<file path="config.mk">
export PLATFORM = sky130hd
export DESIGN_NAME = sector_dma_seq
export DESIGN_NICKNAME = d
export VERILOG_FILES = /design/src/rtl/sector_dma_seq.sv
export SDC_FILE = /design/constraint.sdc
export NUM_CORES = 1
export LEC_CHECK = 0
export BUFFER_PORTS_ARGS = -buffer_cell sky130_fd_sc_hd__buf_2
export CORE_MARGIN = 10
export CORE_UTILIZATION = 45
export CTS_CLUSTER_SIZE = 20
export DETAILED_ROUTE_END_ITERATION = 7
export PLACE_DENSITY = 0.72
export SETUP_SLACK_MARGIN = 0.2
export SYNTH_ARGS = -nofsm -noshare
export SYNTH_HDL_FRONTEND = slang
export SYNTH_SLANG_ARGS = --single-unit
export TNS_END_PERCENT = 20
</file>
<file path="constraint.sdc">
create_clock -name clk -period 3.3 [get_ports clk]
set_input_delay 0.495 -clock clk [delete_from_list [all_inputs] [get_ports clk]]
set_output_delay 0.495 -clock clk [all_outputs]
set_load 0.02 [all_outputs]
</file>
<file path="src/rtl/sector_dma_seq.sv">
module sector_dma_seq #(
  parameter int SPT   = 40,
  parameter int BPS   = 256,
  parameter int OFF_W = 24
) (
  input  logic             clk,
  input  logic             rst_n,
  input  logic             start,
  input  logic [2:0]       cmd,
  input  logic [1:0]       addr_ext,
  input  logic [15:0]      bar,
  input  logic [15:0]      dar,
  input  logic [15:0]      wcnt_in,
  output logic             busy,
  output logic             done,
  output logic [15:0]      wcount,
  output logic [5:0]       sector,
  output logic             head,
  output logic [8:0]       cylinder,
  output logic             mem_valid,
  output logic             mem_write,
  output logic [17:0]      mem_addr,
  output logic [15:0]      mem_wdata,
  input  logic [15:0]      mem_rdata,
  input  logic             mem_ready,
  output logic             dsk_req,
  output logic             dsk_write,
  output logic [OFF_W-1:0] dsk_offset,
  output logic [15:0]      dsk_wdata,
  input  logic [15:0]      dsk_rdata,
  input  logic             dsk_ack,
  input  logic             dsk_err
);

  localparam int WPS  = BPS / 2;
  localparam int WI_W = $clog2(WPS) + 1;

  typedef enum logic [1:0] {S_IDLE, S_MEM, S_DSK, S_FIN} st_t;
  st_t st;

  logic            to_dsk;
  logic [15:0]     buffer;
  logic [WI_W-1:0] widx;
  logic [31:0]     lin;

  wire cmd_ok    = (cmd == 3'd5) || (cmd == 3'd6) || (cmd == 3'd7);
  wire accept    = (st == S_IDLE) && start && cmd_ok;
  wire mem_hs    = (st == S_MEM) && mem_ready;
  wire dsk_hs    = (st == S_DSK) && dsk_ack;
  wire word_done = (to_dsk && dsk_hs && !dsk_err) || (!to_dsk && mem_hs);
  wire last_word = (wcount + 16'd1) == 16'd0;
  wire sec_end   = (widx == WI_W'(WPS - 1)) || last_word;
  wire sec_wrap  = ({1'b0, sector} + 7'd1) >= 7'(SPT);

  assign lin = (32'(SPT) * 32'd2 * 32'(dar[15:7]) + 32'(SPT) * 32'(dar[6]) + 32'(dar[5:0])) * 32'(BPS);

  assign busy      = (st != S_IDLE);
  assign done      = (st == S_FIN);
  assign mem_valid = (st == S_MEM);
  assign dsk_req   = (st == S_DSK);
  assign mem_write = !to_dsk;
  assign dsk_write = to_dsk;
  assign mem_wdata = buffer;
  assign dsk_wdata = buffer;

  always_ff @(posedge clk or negedge rst_n) begin
    if (!rst_n) begin
      st         <= S_IDLE;
      to_dsk     <= 1'b0;
      buffer     <= '0;
      widx       <= '0;
      wcount     <= '0;
      sector     <= '0;
      head       <= 1'b0;
      cylinder   <= '0;
      mem_addr   <= '0;
      dsk_offset <= '0;
    end else begin
      case (st)
        S_IDLE: if (accept) begin
          to_dsk     <= (cmd == 3'd5);
          mem_addr   <= {addr_ext, bar[15:1], 1'b0};
          dsk_offset <= lin[OFF_W-1:0];
          wcount     <= wcnt_in;
          sector     <= dar[5:0];
          head       <= dar[6];
          cylinder   <= dar[15:7];
          widx       <= '0;
          if (wcnt_in == 16'd0) st <= S_FIN;
          else                  st <= (cmd == 3'd5) ? S_MEM : S_DSK;
        end
        S_MEM: if (mem_ready && to_dsk) begin
          buffer <= mem_rdata;
          st     <= S_DSK;
        end
        S_DSK: if (dsk_ack) begin
          if (dsk_err)      st <= S_FIN;
          else if (!to_dsk) begin
            buffer <= dsk_rdata;
            st     <= S_MEM;
          end
        end
        default: st <= S_IDLE;
      endcase

      if (word_done) begin
        mem_addr   <= mem_addr + 18'd2;
        dsk_offset <= dsk_offset + OFF_W'(2);
        wcount     <= wcount + 16'd1;
        if (last_word)   st <= S_FIN;
        else             st <= to_dsk ? S_MEM : S_DSK;
        if (sec_end) begin
          widx <= '0;
          if (sec_wrap) begin
            sector <= '0;
            if (head) begin
              head     <= 1'b0;
              cylinder <= cylinder + 9'd1;
            end else begin
              head <= 1'b1;
            end
          end else begin
            sector <= sector + 6'd1;
          end
        end else begin
          widx <= widx + WI_W'(1);
        end
      end
    end
  end


  done_pulse_chk: assert property (@(posedge clk) disable iff (!rst_n)
    done |=> !done && !busy);


  mem_stall_chk: assert property (@(posedge clk) disable iff (!rst_n)
    mem_valid && !mem_ready |=> mem_valid && $stable(mem_addr) && $stable(mem_wdata));


  one_port_chk: assert property (@(posedge clk) disable iff (!rst_n)
    !(mem_valid && dsk_req));


  even_addr_chk: assert property (@(posedge clk) disable iff (!rst_n)
    mem_valid |-> !mem_addr[0]);


  zero_len_chk: assert property (@(posedge clk) disable iff (!rst_n)
    (!busy && start && cmd_ok && wcnt_in == 16'd0) |=> done && !mem_valid && !dsk_req);


  err_end_chk: assert property (@(posedge clk) disable iff (!rst_n)
    dsk_req && dsk_ack && dsk_err |=> done && $stable(wcount));

endmodule

</file>
==> results of run 1 <==
-- cell type report --
type / count / area, um^2
clock buffers: 13 / 260.3
clock inverters: 2 / 35.03
fillers: 1399 / 6316
inverters: 17 / 63.81
multi-input cells: 609 / 3821
flip-flops and latches: 99 / 2484
well taps: 184 / 230.2
repair buffers: 226 / 1214
-- synth_stat cells (all sizes together) (4+ instances only) --
| cell | instances | area share (%) |
|---|---|---|
| nand2 | 107 | 6.1 |
| dfrtp | 99 | 38 |
| nor2 | 74 | 4.2 |
| o21ai | 66 | 5.0 |
| a21oi | 52 | 4.0 |
| nand3 | 37 | 2.8 |
| ha | 31 | 5.9 |
| buf | 28 | 2.8 |
| clkbuf | 24 | 1.4 |
| mux2i | 20 | 3.0 |
| inv | 17 | 0.97 |
| and3 | 15 | 1.4 |
| nor3 | 13 | 1.1 |
| o22ai | 13 | 1.2 |
| xnor2 | 13 | 1.7 |
| a211oi | 11 | 1.3 |
| a31oi | 11 | 1.0 |
| a21o | 10 | 1.1 |
| and2 | 10 | 0.95 |
| a311oi | 9 | 1.2 |
| nor4 | 9 | 0.86 |
| nand2b | 7 | 0.67 |
| o32ai | 7 | 0.93 |
| o31ai | 6 | 0.68 |
| a211o | 5 | 0.67 |
| nand4 | 5 | 0.48 |
| nor2b | 5 | 0.48 |
| nor3b | 5 | 0.57 |
| o221a | 5 | 0.86 |
| or3 | 5 | 0.48 |
| xor2 | 5 | 0.67 |
| a221o | 4 | 0.61 |
| a221oi | 4 | 0.53 |
| a22o | 4 | 0.53 |
| or2 | 4 | 0.42 |
-- worst max-delay path, delay by kind of cell, from the launching register on --
family | cells | cell delay, ps
simple gates | 5 | 1440
compound gates | 2 | 270
mux | 1 | 250
buf+inv | 2 | 360
flops | 1 | 470
-- flip-flops by register name, indices dropped and copies added (netlist names) --
name and count:
dsk_offset 23, widx 8, dsk_write 1, dsk_wdata 16, head 1, st 2
cylinder 9, sector 6, wcount 16, mem_addr 17
-- what timing repair did --
item / 4_1_cts / 5_1_grt
setup endpoints to repair: 2 / 23
gates resized for setup: 0 / 13
pin swaps: 0 / 2
buffers inserted: 0 / 1
-- power by group through the flow --
| stage | logic (uW) | clock network, uW | registers [uW] |
|---|---|---|---|
| 6_report | 3760 | 1080 | 2430 |
| 2_1_floorplan | 2090 | 0 | 2880 |
| 3_5_place_dp | 3790 | 0 | 2430 |
| 5_1_grt | 4180 | 1160 | 2540 |
| 3_3_place_gp | 3720 | 0 | 2410 |
| 4_1_cts | 3790 | 1100 | 2410 |
-- metal layers --
layer  GRT usage, %  part of all wire [%]
met1          25.10                    43
met2          32.34                    49
met3          4.871                   6.6
met4          6.793                   1.9
met5              0                     0
-- how the worst min path moves through the flow --
stage                          endpoint  slack [ps]  depth (start not counted)
after floorplan             cylinder[0]         200                          0
after global placement     dsk_wdata[9]         480                          2
after detailed placement  dsk_wdata[15]         490                          2
after CTS                   mem_addr[1]         200                          1
after global routing        mem_addr[1]         230                          1
final                       mem_addr[1]         170                          1
-- cell families (layout without fill, tap and decap cells) --
| group | after synthesis | in the layout |
|---|---|---|
| compound gates | 227 | 227 |
| xor+xnor | 18 | 18 |
| fa+ha+maj | 34 | 34 |
| buf+inv | 69 | 258 |
| flops | 99 | 99 |
| mux | 22 | 22 |
| other cells | 1 | 2 |
| simple gates | 306 | 306 |
-- metrics by stage --
stage / power [uW] / util, % / instance area, um^2 / setup slack [ps]
floorplan: 4977 / - / 6588 / 282.3
global placement: 6134 / 53.80 / 7760 / 109.4
detailed placement: 6218 / 53.80 / 7760 / 25.09
CTS: 7313 / 55.85 / 8055 / 159.3
global route: 7880 / 56.21 / 8108 / 95.94
finish: 7275 / 56.21 / 8108 / 372.8
==> run summary, run 1 <==
status: finished, final reports clean
CP Class: flop to flop
ant diodes: 0
Arr. time, crit path: 3150 ps
Area Overhead vs Synth: 23.15%
critical path's most frequent cell: buf_4
Total Routing Usage GR: 19.86%
Final Slew Violations: 0
worst reg2reg path depth: 10
most common cell after layout, fill and taps aside: buf_2
num ports: 203
Critical Path RT: 3520 ps
Setup Skew: 9.328 ps
mux share of post-synthesis cell area: 3.440%
Clock Sinks: 99
vias in the first global route: 6306
# setup viols final: 0
Post-DP HPWL: 15.49 mm
Gate Count Post-Synth: 776
largest fanout on the critical path: 14
mean post-synth cell area: 8.484 um^2
Buffers on Ports: 199
Post-synth EDFFs: 0
Synth Area in Simple Gates: 22.01%
CP Capture Point: sector[2]
predominant post-synthesis flop cell: dfrtp_1
RSZ-0062 raised after global routing: true
crit path cell chain: nand2_1 > nor4_1 > buf_4 > mux2i_1 > o31ai_2 > nor4b_4 > o21ai_1 > buf_4 > and3_1 > or3_1
Core Footprint: 14420 um^2
maxcap violations: 0
Hold WS: 167.2 ps
sequential area share after synthesis: 37.63%
Sw Share: 48.25%
GR Overflow Total: 0
PwrDens: 897.3 nW/um^2
non-filler cells, final: 1150
Starting Density: 45.65%
CP max stage delay: 470 ps
Hold Fails Final Rpt: 0
Iteration-0 DRC Markers: 560
CTS tree: done
Total Wirelength: 20.14 mm
Clk pwr share: 14.9%
# DRC: 0
first-pass GRT wire length: 33.00 mm
CP Capture Type: flop
hold crit path type: input port to async pin
CP startpoint: wcount[4]
Vias/cell: 5.737
H-tree Lvls: 3
Post-Synth XOR/XNOR Area: 2.395%
Vias: 6598
layout cell share with drive strength beyond 1: 27.64%
reg-to-reg startpoint: wcount[4]
Max Buffers Root-to-Sink: 2
synth warn: 0
#FFs+latches synth: 99
routed len/inst: 17.51 um
Fmax achieved: 341.6 MHz
placed cells: 1134
initial antenna violation count: 0
critical path launch point type: flop
Synth Area in Compound Gates: 22.56%
Die Footprint: 19870 um^2
nets@finish: 1087
setup TNS: 0 ps
worst slew pin tran: 657.5 ps
Core Rows: 44
async set-reset flop share out of synthesis: 100.0%
CTS buffer count: 9
Max VDD drop: 0.4188 mV
total iterations of the first detailed-routing run: 5
Worst-Skew Late Latency: 350 ps
slowest CP cell: dfrtp_1
P_sw: 3510 uW
RePlAce Congestion: 0.8653
main combinational cell family by area after synthesis: compound AO/OA/AOI/OAI gates
Die X-Extent: 141.0 um
Slew HR: 56.17%
Worst-path clk slew: 70 ps
Routed Antenna Nets: 0
share of power burned in registers: 33.4%
mapped cell area: 6584 um^2
post-synthesis cell type count: 63
hold_buf cts: 0
RR Endpoint: sector[2]
Leak: 0.003768 uW
most frequent cells in the layout: buf_2, nand2_1, dfrtp_1, nor2_1, o21ai_0
Tmin final: 2927 ps
internal power: 3765 uW
R2R Setup Slk: 370 ps
Synth Area in Adders: 6.803%
Die Span Y: 141.0 um
combinational power share: 51.7%
pin count of the biggest net entering global routing: 51
CTS Root Cell: clkbuf_16
crit share post-route: 88.70%
No activity file was read; power rests on OpenSTA's default activity.
==> run 2, diff against run 1 <==
RECOVER_POWER = 100   (was not set)
==> run summary, run 2 (synthesis results as in run 1) <==
Total Routing Usage GR: 19.86%
Hold Path End: mem_addr[9]
Vias/cell: 5.716
biggest regs: dsk_offset (23), mem_addr (17)
Arr. time, crit path: 3210 ps
Slew HR: -8.748%
largest fanout on the critical path: 14
nets@finish: 1087
CTS buffer count: 9
CP max stage delay: 520 ps
Worst-Skew Late Latency: 350 ps
crit path cell chain: nand4_1 > nor4_1 > buf_4 > mux2i_1 > o31ai_2 > nor4b_4 > o21ai_0 > buf_4 > and3_1 > or3_1
pin count of the biggest net entering global routing: 51
Top Family by Delay on Critical Path: simple AND/OR/NAND/NOR gates
Die Span Y: 141.0 um
CP Capture Type: flop
GR Overflow Total: 0
Max VDD drop: 0.3913 mV
first-pass GRT wire length: 33.00 mm
worst slack, placed: 25.09 ps
Die Footprint: 19870 um^2
max reg flops: 23
Core Rows: 44
Starting Density: 45.65%
critical path's most frequent cell: buf_4
initial antenna violation count: 0
area post-placement: 7760 um^2
R2R Setup Slk: 320 ps
Hold Fails Final Rpt: 0
status: finished with violations
Vias: 6573
Hold Startpoint: bar[9]
worst slew pin tran: 1631 ps
design area: 7889 um^2
Buffers on Ports: 199
routed len/inst: 17.63 um
ant diodes: 0
Leak: 0.003420 uW
crit share post-route: 90.44%
num ports: 203
most common cell after layout, fill and taps aside: clkbuf_1
CTS Root Cell: clkbuf_16
reg-to-reg startpoint: wcount[6]
Worst-path clk slew: 70 ps
Area Overhead vs Synth: 19.82%
Final Slew Violations: 34
hold crit path type: input port to flop
maxcap violations: 1
Top reg by flops: dsk_offset
Setup Skew: 6.113 ps
H-tree Lvls: 3
worst reg2reg path depth: 10
# setup viols final: 0
Total Wirelength: 20.27 mm
Die X-Extent: 141.0 um
Max Buffers Root-to-Sink: 2
# DRC: 0
total iterations of the first detailed-routing run: 5
Worst Setup Slack, final: 315.5 ps
critical path launch point type: flop
RR Endpoint: sector[2]
Fmax achieved: 335.1 MHz
Routed Antenna Nets: 0
violated checks: capacitance limit, slew limit
layout cell share with drive strength beyond 1: 14.60%
Clock Sinks: 99
slowest CP cell: dfrtp_1
Critical Path RT: 3530 ps
Iteration-0 DRC Markers: 456
CTS tree: done
most frequent cells in the layout: clkbuf_1, nand2_1, dfrtp_1, buf_2, nor2_1
vias in the first global route: 6306
Post-DP HPWL: 15.49 mm
hold path cells: 2
RePlAce Congestion: 0.8653
setup TNS: 0 ps
Core Footprint: 14420 um^2
CP Class: flop to flop
PwrDens: 900.8 nW/um^2
buffers plus inverters on the worst setup path: 2
Tmin final: 2984 ps
RSZ-0062 raised after global routing: true
-- run 2: area by class of cell --
class,count,area [um^2]
timing repair buffer,226,1020
multi-input combinational,609,3802
clock buffer,13,260.3
sequential,99,2477
fill,1480,6535
inverter,17,63.81
tap,184,230.2
clock inverter,2,35.03
-- run 2: worst max path at each step --
stage,from,to,slack (ps),cells past startpoint
after floorplan,wcount[2],cylinder[5],280,9
after global placement,dar[8],dsk_offset[22],110,12
after detailed placement,dar[8],dsk_offset[22],30,12
after CTS,wcount[0],sector[2],160,10
after global routing,dar[8],dsk_offset[22],60,12
final,wcount[6],sector[2],320,10
-- run 2: per-layer routing --
metal	routed length [um]	vias up	global-route usage, %
met5	0	-	0
met4	435	0	6.793
met3	1299	27	4.871
met2	9748	211	32.34
met1	8786	3121	25.10
li1	-	3214	-
-- run 2: repair_timing --
action	CTS	global route
hold buffers	0	0
setup endpoints to repair	2	23
buffers inserted	0	1
pin swaps	0	2
resized for setup	0	13
-- run 2: worst reg2reg max path, stage by stage (launching register included) --
cell and delay, ps:
dfrtp_1 520, nand4_1 260, nor4_1 290, buf_4 170, mux2i_1 250, o31ai_2 150
nor4b_4 360, o21ai_0 150, buf_4 200, and3_1 160, or3_1 350
-- run 2: power by group --
group          internal, uW  switching [uW]  total, uW
clock                   625             460       1090
sequential             1740             702       2450
combinational          1200            2380       3580
-- run 2: through the flow --
step           std cells  utilization (%)  hold WS (ps)  total power (uW)
6_report            1150            54.69         354.8              7106
5_1_grt             1150            54.69         370.1              7689
4_1_cts             1149            55.85         203.7              7313
3_5_place_dp        1134            53.80         493.0              6218
3_3_place_gp        1134            53.80         480.3              6134
2_1_floorplan        777                -         199.4              4977
